### src/rtl/stall_pkg.sv
package stall_pkg;
    localparam int CNT_W   = 12;
    localparam int CNT_MAX = (1 << CNT_W) - 1;
    typedef logic [CNT_W-1:0] cnt_t;
endpackage

### src/rtl/torque_avg.sv
module torque_avg
    import stall_pkg::*;
#(
    parameter int DEPTH       = 4,
    parameter int SCALE_LIMIT = 500,
    parameter int SCALE_SHIFT = 3
) (
    input  logic clk,
    input  logic rst_n,
    input  logic restart,
    input  logic meas_vld,
    input  cnt_t meas_cnt,
    input  logic scale_en,
    output cnt_t avg_cnt,
    output logic avg_vld,
    output logic avg_upd
);
    localparam int SHIFT = $clog2(DEPTH);
    localparam int SUM_W = CNT_W + SHIFT;
    localparam int NUM_W = $clog2(DEPTH + 1);
    localparam int WIDE_W = CNT_W + SCALE_SHIFT;

    typedef struct packed {
        logic [DEPTH-1:0][CNT_W-1:0] win;
        logic [NUM_W-1:0]            num;
        cnt_t                        cnt;
        logic                        vld;
        logic                        upd;
    } avg_st_t;

    avg_st_t st_d, st_q;
    logic [SUM_W-1:0]  sum_d;
    cnt_t              mean_d;
    logic [WIDE_W-1:0] wide_d;

    always_comb begin
        st_d     = st_q;
        st_d.upd = 1'b0;
        sum_d    = '0;
        mean_d   = '0;
        wide_d   = '0;
        if (meas_vld) begin
            st_d.win = {st_q.win[DEPTH-2:0], meas_cnt};
            for (int i = 0; i < DEPTH; i++) begin
                sum_d = sum_d + SUM_W'(st_d.win[i]);
            end
            mean_d = cnt_t'(sum_d >> SHIFT);
            wide_d = WIDE_W'(mean_d) << SCALE_SHIFT;
            if (scale_en && (int'(mean_d) < SCALE_LIMIT)) begin
                st_d.cnt = (wide_d > WIDE_W'(CNT_MAX)) ? cnt_t'(CNT_MAX) : cnt_t'(wide_d);
            end else begin
                st_d.cnt = mean_d;
            end
            st_d.upd = 1'b1;
            if (int'(st_q.num) < DEPTH) begin
                st_d.num = st_q.num + 1'b1;
            end
            st_d.vld = (int'(st_q.num) >= DEPTH - 1);
        end
        if (restart) begin
            st_d.num = '0;
            st_d.vld = 1'b0;
        end
    end

    always_ff @(posedge clk or negedge rst_n) begin
        if (!rst_n) st_q <= '0;
        else        st_q <= st_d;
    end

    assign avg_cnt = st_q.cnt;
    assign avg_vld = st_q.vld;
    assign avg_upd = st_q.upd;

    a_r2_vld_on_update: assert property (@(posedge clk) disable iff (!rst_n)
        $rose(avg_vld) |-> $past(meas_vld));
    a_r3_hold_count: assert property (@(posedge clk) disable iff (!rst_n)
        !meas_vld |=> $stable(avg_cnt));
endmodule

### src/rtl/stall_learn.sv
module stall_learn
    import stall_pkg::*;
#(
    parameter int MARGIN_SHIFT = 3
) (
    input  logic clk,
    input  logic rst_n,
    input  logic start,
    input  logic stall_end,
    input  logic cnt_upd,
    input  logic cnt_vld,
    input  cnt_t cnt,
    output logic busy,
    output logic done_ok,
    output cnt_t learned
);
    localparam int WIDE_W = CNT_W + 1;

    typedef struct packed {
        logic busy;
        logic have;
        cnt_t min;
    } lrn_st_t;

    lrn_st_t st_d, st_q;
    logic    take_d;
    cnt_t    min_eff;
    logic    have_eff;
    logic [WIDE_W-1:0] sum_w;

    always_comb begin
        st_d     = st_q;
        take_d   = st_q.busy && cnt_upd && cnt_vld;
        min_eff  = (take_d && (!st_q.have || cnt < st_q.min)) ? cnt : st_q.min;
        have_eff = st_q.have || take_d;
        sum_w    = WIDE_W'(min_eff) + WIDE_W'(min_eff >> MARGIN_SHIFT);
        learned  = (sum_w > WIDE_W'(CNT_MAX)) ? cnt_t'(CNT_MAX) : cnt_t'(sum_w);
        done_ok  = st_q.busy && stall_end && have_eff;
        if (st_q.busy) begin
            st_d.min  = min_eff;
            st_d.have = have_eff;
            if (stall_end) st_d.busy = 1'b0;
        end else if (start) begin
            st_d.busy = 1'b1;
            st_d.have = 1'b0;
            st_d.min  = '0;
        end
    end

    always_ff @(posedge clk or negedge rst_n) begin
        if (!rst_n) st_q <= '0;
        else        st_q <= st_d;
    end

    assign busy = st_q.busy;

    a_r10_end_on_strobe: assert property (@(posedge clk) disable iff (!rst_n)
        (busy && stall_end) |=> !busy);
    a_r10_min_monotone: assert property (@(posedge clk) disable iff (!rst_n)
        (busy && $past(busy) && $past(st_q.have)) |-> (st_q.min <= $past(st_q.min)));
endmodule

### src/rtl/stall_monitor.sv
module stall_monitor
    import stall_pkg::*;
#(
    parameter int   DEPTH        = 4,
    parameter int   SCALE_LIMIT  = 500,
    parameter int   SCALE_SHIFT  = 3,
    parameter int   MARGIN_SHIFT = 3,
    parameter logic [CNT_W-1:0] STALL_TH_RST = '0
) (
    input  logic             clk,
    input  logic             rst_n,
    input  logic             meas_vld,
    input  logic [CNT_W-1:0] meas_cnt,
    input  logic             det_en,
    input  logic             ripple_mode,
    input  logic             other_fault,
    input  logic             scale_en,
    input  logic             report_en,
    input  logic             clr_flt,
    input  logic             sleep_pulse,
    input  logic             th_wr,
    input  logic [CNT_W-1:0] th_wdata,
    input  logic             learn_start,
    input  logic             stall_end,
    output logic [CNT_W-1:0] torque_cnt,
    output logic             torque_vld,
    output logic [CNT_W-1:0] stall_th,
    output logic             flag_stall,
    output logic             flag_stall_src,
    output logic             flag_fault,
    output logic             learn_busy,
    output logic             learn_ok,
    output logic             fault_n
);
    typedef struct packed {
        cnt_t th;
        logic stall;
        logic src;
        logic flt;
        logic ok;
    } top_st_t;

    top_st_t st_d, st_q;
    cnt_t avg_cnt, learned;
    logic avg_vld, avg_upd, busy, done_ok;
    logic armed, hit, clear;

    torque_avg #(
        .DEPTH(DEPTH), .SCALE_LIMIT(SCALE_LIMIT), .SCALE_SHIFT(SCALE_SHIFT)
    ) u_avg (
        .clk(clk), .rst_n(rst_n), .restart(!det_en),
        .meas_vld(meas_vld), .meas_cnt(meas_cnt), .scale_en(scale_en),
        .avg_cnt(avg_cnt), .avg_vld(avg_vld), .avg_upd(avg_upd)
    );

    stall_learn #(.MARGIN_SHIFT(MARGIN_SHIFT)) u_learn (
        .clk(clk), .rst_n(rst_n), .start(learn_start), .stall_end(stall_end),
        .cnt_upd(avg_upd), .cnt_vld(avg_vld), .cnt(avg_cnt),
        .busy(busy), .done_ok(done_ok), .learned(learned)
    );

    always_comb begin
        st_d  = st_q;
        armed = det_en && ripple_mode && !other_fault && !busy;
        hit   = armed && avg_vld && (avg_cnt < st_q.th);
        clear = clr_flt || sleep_pulse;
        if (done_ok) begin
            st_d.th = learned;
            st_d.ok = 1'b1;
        end else if (th_wr && !busy) begin
            st_d.th = th_wdata;
        end
        if (hit) begin
            st_d.stall = 1'b1;
            st_d.src   = 1'b1;
            st_d.flt   = 1'b1;
        end
        if (clear) begin
            st_d.stall = 1'b0;
            st_d.src   = 1'b0;
            st_d.flt   = 1'b0;
            st_d.ok    = 1'b0;
        end
    end

    always_ff @(posedge clk or negedge rst_n) begin
        if (!rst_n) begin
            st_q    <= '0;
            st_q.th <= STALL_TH_RST;
        end else begin
            st_q <= st_d;
        end
    end

    assign torque_cnt     = avg_cnt;
    assign torque_vld     = avg_vld;
    assign stall_th       = st_q.th;
    assign flag_stall     = st_q.stall;
    assign flag_stall_src = st_q.src;
    assign flag_fault     = st_q.flt;
    assign learn_busy     = busy;
    assign learn_ok       = st_q.ok;
    assign fault_n        = !(st_q.stall && report_en);

    a_r5_sticky: assert property (@(posedge clk) disable iff (!rst_n)
        (flag_stall && !clr_flt && !sleep_pulse) |=> flag_stall);
    a_r6_quiet_when_unarmed: assert property (@(posedge clk) disable iff (!rst_n)
        (!flag_stall && (!det_en || !ripple_mode || other_fault || learn_busy || !torque_vld))
        |=> !flag_stall);
    a_r8_clear: assert property (@(posedge clk) disable iff (!rst_n)
        (clr_flt || sleep_pulse) |=> (!flag_stall && !flag_fault && !learn_ok));
    a_r9_th_locked: assert property (@(posedge clk) disable iff (!rst_n)
        (learn_busy && !stall_end) |=> $stable(stall_th));
    a_r7_pin: assert property (@(posedge clk) disable iff (!rst_n)
        (!fault_n) |-> (flag_stall && report_en));
endmodule

### config.mk
export PLATFORM = sky130hd
export DESIGN_NAME = stall_monitor
export DESIGN_NICKNAME = d
export VERILOG_FILES = /design/src/rtl/stall_pkg.sv /design/src/rtl/torque_avg.sv /design/src/rtl/stall_learn.sv /design/src/rtl/stall_monitor.sv
export SDC_FILE = /design/constraint.sdc
export NUM_CORES = 1
export LEC_CHECK = 0
export BUFFER_PORTS_ARGS = -buffer_cell sky130_fd_sc_hd__buf_2
export CAP_MARGIN = 30
export CORE_ASPECT_RATIO = 1.1
export CORE_MARGIN = 10
export CORE_UTILIZATION = 59
export CTS_BUF_LIST = sky130_fd_sc_hd__clkbuf_16
export CTS_CLUSTER_DIAMETER = 100
export DETAILED_ROUTE_END_ITERATION = 10
export PLACE_DENSITY = 0.81
export SLEW_MARGIN = 5
export SYNTH_ARGS = -nofsm -noshare
export SYNTH_HDL_FRONTEND = slang
export SYNTH_SLANG_ARGS = --single-unit
### constraint.sdc
create_clock -name clk -period 6 [get_ports clk]
set_clock_uncertainty 0.2 [all_clocks]
set_input_delay 1.2 -clock clk [delete_from_list [all_inputs] [get_ports clk]]
set_output_delay 1.2 -clock clk [all_outputs]
set_load 0.05 [all_outputs]
Yosys cells after proc, flatten, opt, wreduce, memory -nomap -nowiden
Index checks and enable logic that the tools add are counted.

word-level totals
  flip-flop bits (word level) = 83
  bits of input ports = 37
  output and inout port bits = 31
  word-level logic and storage cells = 70

cells by class
  add/sub/neg operators = 5
  magnitude comparators = 7
  equality and inequality tests = 2
  mux-type cells = 16
  reduce and logical (&&, ||, !) cells = 25

operator list
  operator                                                                              number
  12-bit two-way mux                                                                    6
  14-bit two-way mux                                                                    2
  12-bit less-than comparator                                                           2
  17-bit two-way mux                                                                    1
  15-bit by 12-bit greater-than comparator with 1-bit output (second input constant)    1
  13-bit by 12-bit adder with 14-bit output                                             1
  14-bit by 12-bit adder with 14-bit output                                             1
  12-bit by 12-bit adder with 13-bit output                                             1
  12-bit by 9-bit adder with 13-bit output                                              1
  13-bit by 12-bit greater-than comparator with 1-bit output (second input constant)    1
  1-bit logical AND                                                                     13
  12-bit by 9-bit less-than comparator with 1-bit output (second input constant)        1
  3-bit two-way mux                                                                     3
  2-bit nonzero test                                                                    4
  1-bit logical NOT                                                                     4
  4-bit two-way mux                                                                     1
  3-bit by 1-bit adder with 3-bit output (second input constant)                        1
  3-bit by 2-bit greater-or-equal comparator with 1-bit output (second input constant)  1
  1-bit logical OR                                                                      3
  3-bit less-than comparator (second input constant)                                    1
  1-bit two-way mux                                                                     3
  2-bit by 1-bit != test with 1-bit output (second input constant)                      1
  2-bit != test (second input constant)                                                 1
  2-bit AND reduction                                                                   1

Logic depth before layout (Yosys ltp)
  depth after elaboration = 8
  mapped depth = 18

Cells and area by module
Synthesis repeated with hierarchy kept, for this count alone.

unflattened totals
  cells, all modules = 686
  area, all modules = 6236.0 µm²

modules (own cells, without submodules)
  module         instances  cells an instance  area an instance (µm²)
  torque_avg     1          391                3577.2
  stall_learn    1          192                1711.6
  stall_monitor  1          103                947.2

Worst setup path before layout
No wires, ideal clock.

  path type = in2reg
  from = input meas_cnt[4]
  to = register u_avg.st_q (netlist bit u_avg.avg_cnt[10])
  arrival = 4324 ps
  data required time = 5664 ps
  setup slack = 1340 ps
  stages = 12
  buffers on the path = 1
  cells stage by stage = fa_1 fa_1 ha_1 or3_1 o221a_2 and3_4 o22ai_2 xor2_1 or4_1 buf_2 a31oi_1 a21oi_1

on the way
  longest elaborated chain between the ends = 6

RTL lines
  element                                                                                                                                      line                                source
  start, declared                                                                                                                              stall_monitor.sv:13                 input logic [CNT_W-1:0] meas_cnt,
  12-bit by 12-bit adder with 13-bit output (*)                                                                                                torque_avg.sv:45                    sum_d = sum_d + SUM_W'(st_d.win[i]);
  13-bit by 12-bit adder with 14-bit output (*)                                                                                                torque_avg.sv:45
  14-bit by 12-bit adder with 14-bit output (*)                                                                                                torque_avg.sv:45
  15-bit by 12-bit greater-than comparator with 1-bit output / 12-bit by 9-bit less-than comparator with 1-bit output (equally long branches)  torque_avg.sv:50, torque_avg.sv:49
  12-bit two-way mux / 1-bit logical AND (equally long branches)                                                                               torque_avg.sv:50, torque_avg.sv:49
  12-bit two-way mux (*)                                                                                                                       torque_avg.sv:49                    if (scale_en && (int'(mean_d) < SCALE_LIMIT)) begin
  end signal, assigned                                                                                                                         torque_avg.sv:68                    else st_q <= st_d;
  end, declared                                                                                                                                torque_avg.sv:31                    avg_st_t st_d, st_q;

Every way passes the cells marked *; elsewhere a longest branch is shown, timed or not.
A chain may end at the register's enable or synchronous reset.

Worst setup path after layout
  from = register u_avg.st_q (netlist bit u_avg.avg_cnt[10])
  to = register st_q (netlist bit stall_th[7])

on the way
  longest elaborated chain between the ends = 8

RTL lines
  element                                                     line                 source
  12-bit less-than comparator                                 stall_learn.sv:34    min_eff = (take_d && (!st_q.have || cnt < st_q.min)) ? cnt : st_q.min;
  1-bit logical OR                                            stall_learn.sv:34
  1-bit logical AND                                           stall_learn.sv:34
  12-bit two-way mux (*)                                      stall_learn.sv:34
  12-bit by 9-bit adder with 13-bit output (*)                stall_learn.sv:36    sum_w = WIDE_W'(min_eff) + WIDE_W'(min_eff >> MARGIN_SHIFT);
  13-bit by 12-bit greater-than comparator with 1-bit output  stall_learn.sv:37    learned = (sum_w > WIDE_W'(CNT_MAX)) ? cnt_t'(CNT_MAX) : cnt_t'(sum_w);
  12-bit two-way mux (*)                                      stall_learn.sv:37
  12-bit two-way mux (*)                                      stall_monitor.sv:67  if (done_ok) begin
  end signal, assigned                                        stall_monitor.sv:91  st_q <= st_d;
  end, declared                                               stall_monitor.sv:43  top_st_t st_d, st_q;

Marked as above.

==> results.yml <==
status:
  outcome: "complete, no violations"
synth:
  synth_area_um2: 5540
  synthArstFlopShare_pct: 100
  netlist.area_leader.share_pct: 36.6
  synth_nets: 633
  yosysWarnings: 0
  synth_area_leaders: "dfrtp_1, ha_1, mux2_2"
  synth_area_leader_cell: "dfrtp_1"
  yosys-top-cells-count: "dfrtp_1, nand2_1, mux2_2"
  synthFlopType: "dfrtp_1"
  synth_edf_count: 0
  ys_ff_latch: 81
  ys_types: 58
  synth_most_common_cell: "dfrtp_1"
  seq_area_frac_synth_pct: 36.6
  synth_cells: 527
  avgSynthCellArea_um2: 10.5
global_route:
  grt_pass1_vias: 4297
  grt_usage_pct: 17.2
  grt_pass1_wl_mm: 20.0
  grt_max_degree: 63
  antenna_found_initial: 0
  grt_remaining_overflow: 0
sta:
  finalHoldViolCount: 0
  max_freq_mhz: 200
  setup-violations-final: 0
  fin_crit_sh_pct: 83.2
  fin_hold_ws_ns: 0.279
  relSlewSlack_pct: 40.0
  setup_tns_ns: 0
  rsz0062_at_grt: "false"
  maxSlewViolCount: 0
  timing_worst_slew_pin_value_ns: 0.899
  period_needed_ns: 4.99
layout:
  fin_area_um2: 6200
  fin_nets: 685
  area_growth_pct: 12.1
  drive_gt1_share_pct: 23.3
  n_antenna_cell: 0
drt:
  drc: 0
  drt_first_pass_iters: 4
  drtIter0Drc: 182
  routed_wl_mm: 11.3
  via_count: 4016
  viasPerCell: 5.74
  ant_nets: 0
  wl_per_cell_um: 16.2
clock_tree:
  clk_pin_slew_ns: 0.06
  cts.sinks: 81
  clk_latency_ns: 0.34
  cts_setup_buffers: 0
  cts_inserted_buffers: 9
  cts_resized: 0
  holdBufCountCts: 0
  cts_tree: "done"
  cts_root_buf: "clkbuf_16"
  cts_buffer_depth: 2
  cts_max_level: 3
floorplanning:
  rows: 37
  die_w_um: 112
  core_area_um2: 9260
  io-pin-count: 68
  die_h_um: 122
  start_util_pct: 59.8
  dieArea_um2: 13700
run:
  max_cap_viol_count: 0
place:
  place_area_um2: 5890
  globalplace.congestion: 0.879
  dp_hpwl_mm: 8.83
  portBuffers: 67
worst_setup_path:
  cp-start-kind: "flop"
  reg2reg_slack_ns: 1.01
  critPathMaxFanout: 11
  crit_type: "flop to flop"
  cp-end-kind: "flop"
  crit_required_ns: 5.97
  critPathArrivalTime_ns: 4.97
min_path:
  hold_path.class: "flop to flop"
power:
  p_per_area_nw_per_um2: 501
  irDropWorstVdd_mv: 0.285
  leakage_nw: 2.91
cells in the final DEF (no fill, tap or decap), drive strengths merged, types with 4 or more instances in the layout:
cell     n
inv     39
nand2   55
a211oi   6
clkinv   4
nor2b    8
a32oi    9
buf     70
ha      44
clkbuf   9
mux2    45
o31ai   13
a21oi   22
xnor2   10
mux2i    6
fa      25
a31oi   13
o21ai   15
nor3     7
and3     4
dfrtp   81
nand3    6
a21o    10
nor2    22
xor2     9
flip-flops by register name, indices dropped and copies added, names as in the netlist:
| signal | flops |
|---|---|
| flag_stall | 1 |
| learn_ok | 1 |
| stall_th | 12 |
| u_avg.avg_cnt | 12 |
| u_avg.avg_upd | 1 |
| u_avg.avg_vld | 1 |
| u_avg.st_q | 39 |
| u_learn.busy | 1 |
| u_learn.st_q | 13 |
worst max-delay path, stage by stage (launching register included):
cell	delay, ns
dfrtp_1	0.51
ha_1	0.37
a21o_1	0.12
a21oi_1	0.08
nor2b_1	0.15
a31oi_1	0.52
mux2_2	0.45
ha_1	0.23
fa_1	0.41
a21o_1	0.21
a21oi_1	0.30
o21ai_0	0.18
a41o_1	0.30
a21oi_1	0.66
a21oi_1	0.14
cell families (layout without fill, tap and decap cells):
family                     after synthesis  in the layout  synth area share, %
and+or+nand+nor                        124            124                 11.2
AOI/OAI and AO/OA                      113            113                 14.2
DFF                                     81             81                 36.6
buffers and inverters                   70            126                 5.81
adders and majority gates               69             69                 19.0
muxes                                   51             51                 10.2
xor gates and xnor gates                19             19                 3.01
per-stage QoR:
step           total power [mW]  utilization (%)  cells  worst slack, ns
3_3_place_gp               2.47             63.4    684             1.06
6_report                   3.11             67.0    700             1.01
2_1_floorplan              2.21                -    527             1.34
3_5_place_dp               2.53             63.7    685            0.960
5_1_grt                    3.37             67.0    700            0.687
4_1_cts                    3.13             67.0    700             1.00
cell type report:
type | count | area [um2]
Multi-Input combinational cell | 376 | 3190
Fill cell | 708 | 3060
Sequential cell | 81 | 2030
Timing Repair Buffer | 70 | 380
Clock buffer | 9 | 225
Inverter | 41 | 154
Tap cell | 117 | 146
Clock inverter | 6 | 83.8
per-layer routing:
layer,global-route usage [%],part of all wire (%)
met2,31.2,52
met5,0,0
met4,5.48,1.9
met1,19.4,41
met3,4.42,5.3
final timing paths:
path	startpoint	end	depth (start not counted)
setup / recovery	u_avg.avg_cnt[10]	stall_th[7]	14
min in group asynchronous	rst_n	stall_th[9]	1
setup reg to reg	u_avg.avg_cnt[10]	stall_th[7]	14
hold / removal	u_avg.st_q[17]	u_avg.st_q[29]	2
hold reg to reg	u_avg.st_q[17]	u_avg.st_q[29]	2
max in group asynchronous	rst_n	u_avg.st_q[17]	2
power by group:
group	total (mW)	internal, mW	switching [mW]
Combinational	1.72	0.694	1.03
Sequential	0.813	0.668	0.145
Clock	0.575	0.360	0.216
(Power assumes the default switching activity.)
